`src/rtl/tc_pkg.sv`:
```
package tc_pkg;
   typedef enum logic {
      TC_SRC_DIV = 1'b0,
      TC_SRC_PIN = 1'b1
   } tc_src_e;

   function automatic logic tc_setclr(input logic cur, input logic set, input logic clr);
      return set ? 1'b1 : (clr ? 1'b0 : cur);
   endfunction
endpackage

```
`src/rtl/tc_prescaler.sv`:
```
module tc_prescaler #(
   parameter int PRE_W = 6
) (
   input  logic clk,
   input  logic rst_n,
   input  logic clr,
   output logic tick
);
   localparam logic [PRE_W-1:0] PRE_ONE = PRE_W'(1);

   logic [PRE_W-1:0] div_q;

   generate
      if (PRE_W < 1) begin : g_bad_w
         $error("tc_prescaler: PRE_W must be at least 1");
      end
   endgenerate

   always_ff @(posedge clk) begin
      if (!rst_n)   div_q <= '0;
      else if (clr) div_q <= '0;
      else          div_q <= div_q + PRE_ONE;
   end

   assign tick = (&div_q) & ~clr;
endmodule

```
`src/rtl/tc_edge_sync.sv`:
```
module tc_edge_sync #(
   parameter int SYNC_STAGES = 2
) (
   input  logic clk,
   input  logic rst_n,
   input  logic pin,
   output logic rise
);
   localparam int HIST = SYNC_STAGES + 1;

   logic [HIST-1:0] sh_q;

   generate
      if (SYNC_STAGES < 2) begin : g_bad_depth
         $error("tc_edge_sync: SYNC_STAGES must be at least 2");
      end
      for (genvar i = 0; i < HIST; i++) begin : g_stage
         if (i == 0) begin : g_first
            always_ff @(posedge clk) begin
               if (!rst_n) sh_q[i] <= 1'b0;
               else        sh_q[i] <= pin;
            end
         end else begin : g_next
            always_ff @(posedge clk) begin
               if (!rst_n) sh_q[i] <= 1'b0;
               else        sh_q[i] <= sh_q[i-1];
            end
         end
      end
   endgenerate

   assign rise = sh_q[SYNC_STAGES-1] & ~sh_q[SYNC_STAGES];
endmodule

```
`src/rtl/tc_counter.sv`:
```
module tc_counter #(
   parameter int CNT_W = 4
) (
   input  logic             clk,
   input  logic             rst_n,
   input  logic             load,
   input  logic [CNT_W-1:0] load_val,
   input  logic             inc,
   output logic [CNT_W-1:0] cnt,
   output logic             wrap
);
   localparam logic [CNT_W-1:0] CNT_MAX = {CNT_W{1'b1}};
   localparam logic [CNT_W-1:0] CNT_ONE = CNT_W'(1);

   logic [CNT_W-1:0] cnt_q;

   generate
      if (CNT_W < 1) begin : g_bad_w
         $error("tc_counter: CNT_W must be at least 1");
      end
   endgenerate

   always_ff @(posedge clk) begin
      if (!rst_n)    cnt_q <= '0;
      else if (load) cnt_q <= load_val;
      else if (inc)  cnt_q <= cnt_q + CNT_ONE;
   end

   assign wrap = inc & ~load & (cnt_q == CNT_MAX);
   assign cnt  = cnt_q;
endmodule

```
`src/rtl/tc_mask_ctl.sv`:
```
module tc_mask_ctl (
   input  logic clk,
   input  logic rst_n,
   input  logic wrap,
   input  logic set,
   input  logic clr,
   output logic mask,
   output logic irq,
   output logic ovf
);
   import tc_pkg::*;

   logic mask_q, irq_q, ovf_q, raise;

   assign raise = wrap & ~mask_q;

   always_ff @(posedge clk) begin
      if (!rst_n) begin
         mask_q <= 1'b0;
         irq_q  <= 1'b0;
         ovf_q  <= 1'b0;
      end else begin
         mask_q <= tc_setclr(mask_q, set | raise, clr);
         irq_q  <= raise;
         ovf_q  <= wrap;
      end
   end

   assign mask = mask_q;
   assign irq  = irq_q;
   assign ovf  = ovf_q;
endmodule

```
`src/rtl/tmr_cnt_unit.sv`:
```
module tmr_cnt_unit #(
   parameter int CNT_W       = 4,
   parameter int PRE_W       = 6,
   parameter int SYNC_STAGES = 2
) (
   input  logic             clk,
   input  logic             rst_n,
   input  logic             ext_in,
   input  logic             load_en,
   input  logic [CNT_W-1:0] load_val,
   input  logic             mode_set,
   input  logic             mode_clr,
   input  logic             mask_set,
   input  logic             mask_clr,
   output logic [CNT_W-1:0] count,
   output logic             mode_q,
   output logic             mask_q,
   output logic             irq_req,
   output logic             ovf_pulse
);
   import tc_pkg::*;

   tc_src_e src_q;
   logic    div_tick, pin_rise, step, wrap;

   always_ff @(posedge clk) begin
      if (!rst_n) src_q <= TC_SRC_DIV;
      else        src_q <= tc_src_e'(tc_setclr(src_q, mode_set, mode_clr));
   end

   assign mode_q = (src_q == TC_SRC_PIN);
   assign step   = (src_q == TC_SRC_PIN) ? pin_rise : div_tick;

   tc_prescaler #(.PRE_W(PRE_W)) u_pre (
      .clk(clk), .rst_n(rst_n), .clr(load_en), .tick(div_tick)
   );

   tc_edge_sync #(.SYNC_STAGES(SYNC_STAGES)) u_sync (
      .clk(clk), .rst_n(rst_n), .pin(ext_in), .rise(pin_rise)
   );

   tc_counter #(.CNT_W(CNT_W)) u_cnt (
      .clk(clk), .rst_n(rst_n), .load(load_en), .load_val(load_val),
      .inc(step), .cnt(count), .wrap(wrap)
   );

   tc_mask_ctl u_mask (
      .clk(clk), .rst_n(rst_n), .wrap(wrap), .set(mask_set), .clr(mask_clr),
      .mask(mask_q), .irq(irq_req), .ovf(ovf_pulse)
   );
endmodule

```
`config.mk`:
```
export PLATFORM = sky130hd
export DESIGN_NAME = tmr_cnt_unit
export DESIGN_NICKNAME = d
export VERILOG_FILES = /design/src/rtl/tc_pkg.sv /design/src/rtl/tc_prescaler.sv /design/src/rtl/tc_edge_sync.sv /design/src/rtl/tc_counter.sv /design/src/rtl/tc_mask_ctl.sv /design/src/rtl/tmr_cnt_unit.sv
export SDC_FILE = /design/constraint.sdc
export NUM_CORES = 1
export LEC_CHECK = 0
export BUFFER_PORTS_ARGS = -buffer_cell sky130_fd_sc_hd__buf_2
export CAP_MARGIN = 30
export CORE_AREA = 2 2 44 46
export DETAILED_ROUTE_END_ITERATION = 10
export DIE_AREA = 0 0 46 48
export PLACE_DENSITY_LB_ADDON = 0.25
export SLEW_MARGIN = 10
export SYNTH_ARGS = -nofsm -noshare
export SYNTH_HDL_FRONTEND = slang
export SYNTH_SLANG_ARGS = --single-unit
```
`constraint.sdc`:
```
create_clock -name clk -period 2.2 [get_ports clk]
set_input_delay 0.44 -clock clk [delete_from_list [all_inputs] [get_ports clk]]
set_output_delay 0.44 -clock clk [all_outputs]
set_load 0.01 [all_outputs]
```
# Word-level counts from Yosys, hierarchy flattened
# Cells that the tools add are included.
# word_totals
reg_bits	17
inputBits	12
output_inout_bits	8
# classes
addsub	2
n_eq_ne	1
muxes	7
bitwise	10
n_reduce_logical	5
# op_table
op	count
2-to-1 mux 4 bit	2
adder 6 x 1 -> 6 bit (second input constant)	1
AND reduction 6 bit	1
nonzero test 2 bit	3
bitwise AND 1 bit	5
2-to-1 mux 1 bit	5
adder 4 x 1 -> 4 bit (second input constant)	1
== test 4 bit (second input constant)	1
inverter 1 bit	4
OR reduction 2 bit	1
bitwise OR 1 bit	1

# Depth between registers and ports, before layout
# Gate-level depths: netlist of the first run.
# logic_depth
ltp_word	8
ltp_mapped	5
mapped_depth_nobuf	5

# By module
# A second synthesis of the first run with hierarchy kept.
# unflattened
cells_unflattened	69
hier_area_um2	671.9
# modules_own_cells
module	instances	cells_per_inst	area_each_um2	seq_area_each_um2
tc_prescaler	1	26	231.5	120.1
tc_counter	1	24	202.7	80.1
tc_mask_ctl	1	8	96.3	60.1
tc_edge_sync	1	7	92.6	60.1
tmr_cnt_unit	1	4	48.8	20.0

# Least setup slack after synthesis of the first run
# OpenSTA, ideal clock, no wires.
# synth_timing
kind	register to register
from	register u_pre.div_q[0]
to	register u_cnt.cnt_q[0] (netlist: u_cnt.cnt[0])
setup_time_ns	0.062
t_arrival_ns	1.492
required_time_ns	2.138
setup_slack_ns	0.646
stages_incl_launch_ff	6
path_buffers	0
period_less_slack_ns	1.554
path_cell_list	dfxtp_1 ha_1 nand3_2 o31a_1 or4b_1 nand3_1
# synth_via
elab_chain_cells	4
# synth_rtl
element	line_no	source
from (decl)	tc_prescaler.sv:11	logic [PRE_W-1:0] div_q;
from (signal assigned)	tc_prescaler.sv:22	else div_q <= div_q + PRE_ONE;
AND reduction 6 bit	tc_prescaler.sv:25	assign tick = (&div_q) & ~clr;
bitwise AND 1 bit	tc_prescaler.sv:25	
2-to-1 mux 1 bit	tmr_cnt_unit.sv:32	assign step = (src_q == TC_SRC_PIN) ? pin_rise : div_tick;
nonzero test 2 bit (no line)	n/a	
to (signal assigned)	tc_counter.sv:25	else if (load) cnt_q <= load_val;
to (signal assigned)	tc_counter.sv:26	else if (inc) cnt_q <= cnt_q + CNT_ONE;
to (decl)	tc_counter.sv:15	logic [CNT_W-1:0] cnt_q;
# No other way between the ends.
# A chain may end at the register's enable or synchronous reset.

# Worst setup path after layout of the first run
# Ends and elaborated chain as after synthesis.

==> results of run 1 <==
[worst reg2reg max path: cells and delay by family, from the launching register on]
kind | cells | cell delay [ps]
fa+ha+maj | 1 | 210
flops | 1 | 360
simple gates | 3 | 670
compound gates | 1 | 390
[layout make-up]
class                      instances  area share (%)
timing repair buffer              19            12.0
inverter                           3            1.42
tap                               17            2.69
clock inverter                     1           0.633
clock buffer                       3            2.85
multi-input combinational         46            37.3
sequential                        17            43.0
[layer usage]
metal  GRT usage (%)  routed length [um]  vias to the layer above
li1                -                   -                      281
met1            15.8                 554                      238
met2            19.7                 488                       17
met3            8.68                 116                        0
met4            1.71                   0                        0
met5               0                   0                        -
[registers in the layout, indices dropped and copies added (netlist names)]
signal	flops
u_sync.sh_q	3
u_cnt.cnt	4
mode_q	1
u_pre.div_q	6
u_mask.ovf	1
u_mask.irq	1
u_mask.mask	1
[cell usage in the layout (no fill, tap or decap), types with 3 or more instances in the layout]
master / netlist / routed
nor2_1: 6 / 6
and2_1: 3 / 3
inv_1: 3 / 3
dfxtp_1: 17 / 17
buf_2: 1 / 19
o21ai_0: 6 / 6
clkbuf_4: 0 / 3
nand3_1: 5 / 5
[path summary, 6_finish.rpt]
kind / slack (ps) / end / start
hold / removal: 350 / u_sync.sh_q[0]$_SDFF_PN0_ / ext_in
hold reg to reg: 440 / u_sync.sh_q[1]$_SDFF_PN0_ / u_sync.sh_q[0]$_SDFF_PN0_
setup / recovery: 510 / u_cnt.cnt[0]$_SDFFE_PN0P_ / u_pre.div_q[0]$_SDFF_PP0_
setup reg to reg: 510 / u_cnt.cnt[0]$_SDFFE_PN0P_ / u_pre.div_q[0]$_SDFF_PP0_
[cells by family (layout without fill, tap and decap cells)]
| kind of cell | count (synthesis) | count (layout) | synth area share [%] |
|---|---|---|---|
| AO/OA/AOI/OAI | 11 | 11 | 9.79 |
| XOR/XNOR | 4 | 4 | 5.38 |
| adder cells (fa/ha/maj) | 2 | 2 | 3.84 |
| buffers and inverters | 4 | 26 | 2.49 |
| flip-flops | 17 | 17 | 52.2 |
| multiplexers | 1 | 1 | 1.54 |
| AND/OR/NAND/NOR | 28 | 28 | 24.8 |
[power by group]
part           internal [mW]  switching, mW  total, mW
Sequential             0.319        0.00872      0.328
Clock                 0.0675         0.0933      0.161
Combinational         0.0222         0.0232     0.0454
[per-stage QoR]
step | utilization, % | area (sq um) | setup slack, ps | total power, mW | hold WS, ps
floorplan | - | 652 | 646 | 0.358 | 412
global placement | 45.2 | 763 | 560 | 0.380 | 423
detailed placement | 45.2 | 763 | 529 | 0.381 | 424
CTS | 46.8 | 791 | 502 | 0.544 | 347
global route | 46.8 | 791 | 408 | 0.565 | 346
finish | 46.8 | 791 | 512 | 0.534 | 352
[synthesized netlist by cell type (all sizes together)]
library cell  instances
nand3b                2
o31a                  1
nor4                  1
inv                   3
dfxtp                17
a21oi                 1
ha                    2
nand4                 1
nand2b                1
nand2                 1
or4b                  1
xor2                  2
a31oi                 2
o21a                  1
and3                  1
xnor2                 2
buf                   1
o21ai                 6
mux2i                 1
nor3                  1
and2                  3
nor2                  6
nor2b                 2
nand3                 6
or3                   2
==> metrics.txt, run 1 <==
status=complete, no violations; Worst-Skew Late Latency=~280 ps; htree depth=1; Hold Violations, Final=0; slowest stage cell on the critical path=or4b_1; crit path capture type=flip-flop; element type at the critical path start=flip-flop; Placed Cells=102; crit-path max FO=9; RSZ-0062 raised after global routing=false; ports placed on the boundary=20; HPWL Detailed=between 800 and 900 um; filler instances=170; multi-input logic area=between 200 and 300 sq um; initial DRC count=5; Max Freq=0.592 GHz; mapped cell area=about 650 sq um; Routed Antenna Nets=0; largest net degree at the start of global routing=13; initial antenna violation count=0; Crit path required time=2430 ps; fin crit period=1690 ps; vias in the first global route=484; Syn-to-layout area delta=21.3%; CTS Sinks=17; Peak VDD IR=0.000479 V; Resize count post-CTS=0; Nets=104; Storage cell area=340 sq um; Vias=between 500 and 600; routed wire length=1160 um; worst slew pin tran=302 ps; Max-cap violations=0; post-route insts no fill=106; Synth area leaders=dfxtp_1 (52%), o21ai_0 (4.6%), ha_1 (3.8%), nand3_1 (3.8%), nor2_1 (3.5%); gr usage total=roughly an eighth; diode count=0; Die Span Y=48 um; post-DR wirelength/cell=10.9 um; final RePlAce weighted congestion=0.792; first-pass iteration count of the detailed router=4; Final setup viols=0; Synth area leader=dfxtp_1; CTS tree=yes; Post-Syn Instances=67; Tcrit/Tclk final=76.7%; DIE AREA=2210 sq um; starting density of the core=38.6%; register bit total from synthesis=17; hold depth=2; Crit path depth=5; mean area per synthesized cell=about 9.7 sq um; Setup Fix Bufs, Post-CTS=0; IO buf count=19; Critical Path AT=1920 ps; Unique masters post-synth=26; core area=between 1500 and 2000 sq um; critical path class=reg2reg; register area share after synthesis=52.2%; Slew HR=79.9%; PD cells=675 nW/um^2; Max Slew Vio Count=0; largest buffer count on any clock path=2; Ys Warns=0; # DRC=0; worst path bufs/invs=0; cell family with most CP delay=simple AND/OR/NAND/NOR gates; Congestion Overflow GR=0; Placement Rows=15; hold bufs inserted after CTS=0; clk_skew=roughly 2.2 ps; worst min path class=in2reg; top cell type's share of synthesized area=52.2%; CTS clk-pin slew, worst paths=90 ps; vias per cell=5.06; cells along the critical path=ha_1 -> nand3_2 -> o31a_1 -> or4b_1 -> nand3_1; first-pass GRT wire length=2010 um; CTS root buf=clkbuf_4; number of buffers created by CTS=3; setup TNS=0 ps; post-synthesis net count=81; R2R cell count=5; layout cells sized above 1=approximately 28%; Die X=46 um; LEAKAGE=0.347 nW; crit-path max cell delay=490 ps
Power figures use the tool's default switching activity.
==> run 2, diff against run 1 <==
clock period = 1.65 ns   (was 2.2 ns; I/O delays follow)
==> metrics.txt, run 2 (synthesis gave the netlist of run 1 again) <==
Final setup viols=0 (unchanged); HP Start=ext_in (unchanged); Worst-Skew Late Latency=290 ps (was 280 ps); starting density of the core=38.6% (unchanged); cell family with most CP delay=simple AND/OR/NAND/NOR gates (unchanged); initial antenna violation count=0 (unchanged); Largest Register=u_pre.div_q (unchanged); post-DR wirelength/cell=12.2 um (was 10.9 um); Hold WS=238 ps (was 352 ps); crit path capture type=flip-flop (unchanged); Top Layer Used=met4 (was met3); Final Power=0.727 mW (was 0.534 mW); Peak VDD IR=0.000468 V (was 0.000479 V); # DRC=0 (unchanged); htree depth=1 (unchanged); Crit path required time=1890 ps (was 2430 ps); first-pass GRT wire length=2080 um (was 2010 um); routed wl met2=599 um (was 488 um); status=complete, no violations (unchanged); largest buffer count on any clock path=2 (unchanged); R2R cell count=5 (unchanged); worst min path class=in2reg (unchanged); filler instances=172 (was 170); worst path bufs/invs=0 (unchanged); crit-path max cell delay=530 ps (was 490 ps); Congestion Overflow GR=0 (unchanged); Placement Rows=15 (unchanged); slowest stage cell on the critical path=or4b_1 (unchanged); cells along the critical path=ha_4 -> nand3_2 -> o31a_1 -> or4b_1 -> nand3_1 (was ha_1 -> nand3_2 -> o31a_1 -> or4b_1 -> nand3_1); design area=836 sq um (was 791 sq um); vias per cell=5.15 (was 5.06); IO buf count=19 (unchanged); critical path class=reg2reg (unchanged); Die X=46 um (unchanged); clk_skew=1.76 ps (was 2.23 ps); Max-cap violations=0 (unchanged); layout cells sized above 1=34.4% (was 28.1%); hold depth=2 (unchanged); LEAKAGE=0.365 nW (was 0.347 nW); PD cells=870 nW/um^2 (was 675 nW/um^2); Crit path depth=5 (unchanged); number of buffers created by CTS=3 (unchanged); placed instance area=778 sq um (was 763 sq um); CTS Sinks=17 (unchanged); vias in the first global route=508 (was 484); core area=1690 sq um (unchanged); commonest non-fill, non-tap cell in the layout=buf_2 (unchanged); Critical Path AT=1870 ps (was 1920 ps); most frequent cells in the layout=buf_2 (19), dfxtp_1 (15), nor2_1 (6), o21ai_0 (6), nand3_1 (5) (was buf_2 (19), dfxtp_1 (17), nor2_1 (6), o21ai_0 (6), nand3_1 (5)); Tcrit/Tclk final=98.9% (was 76.7%); RSZ-0062 raised after global routing=true (was false); Place WS=-3.26 ps (was 529 ps); crit-path max FO=8 (was 9); element type at the critical path start=flip-flop (unchanged); first-pass iteration count of the detailed router=2 (was 4); Slew HR=80.6% (was 79.9%); gr usage total=13.8% (was 13.0%); R2R Path Start=u_pre.div_q[1]$_SDFF_PP0_ (was u_pre.div_q[0]$_SDFF_PP0_); Syn-to-layout area delta=28.2% (was 21.3%); Storage cell area=343 sq um (was 340 sq um); routed wire length=1340 um (was 1160 um); Nets=108 (was 104); crit path launch=u_pre.div_q[1]$_SDFF_PP0_ (was u_pre.div_q[0]$_SDFF_PP0_); CTS tree=yes (unchanged); Vias=567 (was 536); worst slew pin tran=288 ps (was 302 ps); Max Freq=0.613 GHz (was 0.592 GHz); Hold Violations, Final=0 (unchanged); final RePlAce weighted congestion=0.759 (was 0.792); fin crit period=1630 ps (was 1690 ps); largest net degree at the start of global routing=13 (unchanged); Largest register FFs=6 (unchanged); CTS clk-pin slew, worst paths=100 ps (was 90 ps); CTS root buf=clkbuf_4 (unchanged); DIE AREA=2210 sq um (unchanged); Post-Route M1 WL=627 um (was 554 um); Max Slew Vio Count=0 (unchanged); multi-input logic area=308 sq um (was 295 sq um); Routed Antenna Nets=0 (unchanged); final worst slack=17.4 ps (was 512 ps); ports placed on the boundary=20 (unchanged); hold bufs inserted after CTS=0 (unchanged); initial DRC count=4 (was 5); post-layout util=49.5% (was 46.8%); DR WL met3=97 um (was 116 um); Die Span Y=48 um (unchanged); diode count=0 (unchanged)
==> run 2: through the flow <==
| step | setup TNS, ps | instances |
|---|---|---|
| after floorplan | 0 | 67 |
| after global placement | 0 | 104 |
| after detailed placement | -3.26 | 104 |
| after CTS | 0 | 108 |
| after global routing | -20.9 | 110 |
| final | 0 | 110 |
==> run 2: path summary, 6_finish.rpt <==
path                                                   to  slack [ps]
worst min-delay path            u_sync.sh_q[0]$_SDFF_PN0_         240
worst max-delay path            u_cnt.cnt[0]$_SDFFE_PN0P_          20
worst max register to register  u_cnt.cnt[0]$_SDFFE_PN0P_          20
worst min register to register  u_sync.sh_q[1]$_SDFF_PN0_         450
==> run 2: worst reg2reg max path, delay by kind of cell, from the launching register on <==
| kind | cells | cell delay, ps |
|---|---|---|
| and+or+nand+nor | 3 | 700 |
| DFF | 1 | 360 |
| adders and majority gates | 1 | 140 |
| AOI/OAI and AO/OA | 1 | 380 |
==> run 2: metal layers <==
metal	global-route usage [%]	vias up
met4	5.14	0
met3	7.17	2
met1	16.2	261
met5	0	-
li1	-	286
met2	21.7	18
==> run 2: final cells by class <==
type | count | area share [%]
Clock buffer | 3 | 2.69
Multi-Input combinational cell | 46 | 36.8
Timing Repair Buffer | 23 | 15.0
Clock inverter | 1 | 0.599
Sequential cell | 17 | 41.0
Tap cell | 17 | 2.54
Inverter | 3 | 1.35
==> run 2: power by group <==
| part | switching [mW] | total, mW | leakage [nW] | internal, mW |
|---|---|---|---|---|
| Combinational | 0.0334 | 0.0674 | 0.207 | 0.0340 |
| Sequential | 0.0126 | 0.439 | 0.140 | 0.426 |
| Clock | 0.131 | 0.221 | 0.0177 | 0.0902 |
| Total | 0.177 | 0.727 | 0.365 | 0.550 |
==> run 2: what timing repair did <==
item                                    CTS  global route
resized for setup                         0             4
cloned                                    0             0
pin swaps                                 1             3
endpoints found under the setup margin    1             4
buffers inserted                          0             2
==> run 3, diff against run 2 <==
MAX_ROUTING_LAYER = met4   (was unset)
==> metrics.txt, run 3 (synthesis gave the netlist of run 1 again) <==
setup TNS=0 ps (unchanged); vias in the first global route=507 (was 508); final RePlAce weighted congestion=0.769 (was 0.759); Critical Path AT=1870 ps (about the same); worst min path class=in2reg (unchanged); fin crit period=1630 ps (about the same); Largest Register=u_pre.div_q (unchanged); Max Freq=0.613 GHz (about the same); Hold Violations, Final=0 (unchanged); core area=1690 sq um (unchanged); element type at the critical path start=flip-flop (unchanged); LEAKAGE=0.365 nW (unchanged); Slew HR=80.6% (unchanged); Worst-Skew Late Latency=290 ps (about the same); IO buf count=19 (unchanged); CTS Sinks=17 (unchanged); crit-path max FO=8 (unchanged); post-DR wirelength/cell=12.2 um (unchanged); first-pass GRT wire length=2090 um (was 2080 um); hold depth=2 (unchanged); CTS clk-pin slew, worst paths=100 ps (about the same); Crit path required time=1890 ps (about the same); largest net degree at the start of global routing=13 (unchanged); Placed Cells=104 (unchanged); slowest stage cell on the critical path=or4b_1 (unchanged); PD cells=870 nW/um^2 (about the same); R2R cell count=5 (unchanged); design area=836 sq um (unchanged); Final setup viols=0 (unchanged); Hold WS=238 ps (about the same); CTS root buf=clkbuf_4 (unchanged); Syn-to-layout area delta=28.2% (unchanged); initial DRC count=5 (was 4); placed instance area=778 sq um (unchanged); Peak VDD IR=0.000468 V (about the same); CTS tree=yes (unchanged); crit path capture type=flip-flop (unchanged); htree depth=1 (unchanged); first-pass iteration count of the detailed router=2 (unchanged); critical path class=reg2reg (unchanged); status=complete, no violations (unchanged); cells along the critical path=ha_4 -> nand3_2 -> o31a_1 -> or4b_1 -> nand3_1 (unchanged); Congestion Overflow GR=0 (unchanged); Die X=46 um (unchanged); gr usage total=14.3% (was 13.8%); # DRC=0 (unchanged); post-route insts no fill=110 (unchanged); post-layout util=49.5% (unchanged); Tcrit/Tclk final=98.9% (about the same); Max-cap violations=0 (unchanged); number of buffers created by CTS=3 (unchanged); vias per cell=5.15 (unchanged); diode count=0 (unchanged); final worst slack=17.4 ps (about the same); starting density of the core=38.6% (unchanged); layout cells sized above 1=34.4% (unchanged); Final Power=0.727 mW (about the same); Die Span Y=48 um (unchanged); initial antenna violation count=0 (unchanged); routed wire length=1340 um (unchanged); Place WS=-3.26 ps (unchanged); most frequent cells in the layout=buf_2 (19), dfxtp_1 (15), nor2_1 (6), o21ai_0 (6), nand3_1 (5) (unchanged); Placement Rows=15 (unchanged); ports placed on the boundary=20 (unchanged); Max Slew Vio Count=0 (unchanged); Largest register FFs=6 (unchanged); worst slew pin tran=288 ps (about the same); clk_skew=1.76 ps (about the same); Routed Antenna Nets=0 (unchanged); Nets=108 (unchanged); RSZ-0062 raised after global routing=true (unchanged); DIE AREA=2210 sq um (unchanged); Vias=567 (unchanged); crit-path max cell delay=530 ps (about the same); largest buffer count on any clock path=2 (unchanged); commonest non-fill, non-tap cell in the layout=buf_2 (unchanged)
[run 3: cell counts in the layout (fill, tap and decap cells not counted)]
Identical to the previous run, type by type.
[run 3: final cells by class]
cell class                 instances  area, sq um
timing repair buffer              23          125
inverter                           3         11.3
tap                               17         21.3
multi-input combinational         46          308
clock inverter                     1         5.00
fill                             172          853
sequential                        17          343
clock buffer                       3         22.5
[run 3: repair_timing]
action                     4_1_cts  5_1_grt
hold buffers                     0        0
buffers inserted                 0        2
gates resized for setup          0        4
pin swaps                        1        3
setup endpoints to repair        1        4
[run 3: final timing paths]
path	startpoint	to	slack, ps
worst max-delay path	u_pre.div_q[1]$_SDFF_PP0_	u_cnt.cnt[0]$_SDFFE_PN0P_	20
worst min-delay path	ext_in	u_sync.sh_q[0]$_SDFF_PN0_	240
worst min register to register	u_sync.sh_q[0]$_SDFF_PN0_	u_sync.sh_q[1]$_SDFF_PN0_	450
worst max register to register	u_pre.div_q[1]$_SDFF_PP0_	u_cnt.cnt[0]$_SDFFE_PN0P_	20
[run 3: per-layer routing]
metal  routed length, um  GRT usage (%)  vias to the layer above
met4                  12           5.14                        0
met5                   0              -                        -
met2                 599           21.7                       18
met1                 627           16.2                      261
li1                    -              -                      286
met3                  97           7.17                        2
[run 3: worst max-delay path, delay by kind of cell, from the launching register on]
family	cells	cell delay, ps
AOI/OAI and AO/OA	1	380
adders and majority gates	1	140
DFF	1	360
and+or+nand+nor	3	690
[run 3: power breakdown]
part | switching (mW) | internal (mW)
clock network | 0.131 | 0.0902
logic | 0.0334 | 0.0340
registers | 0.0126 | 0.426
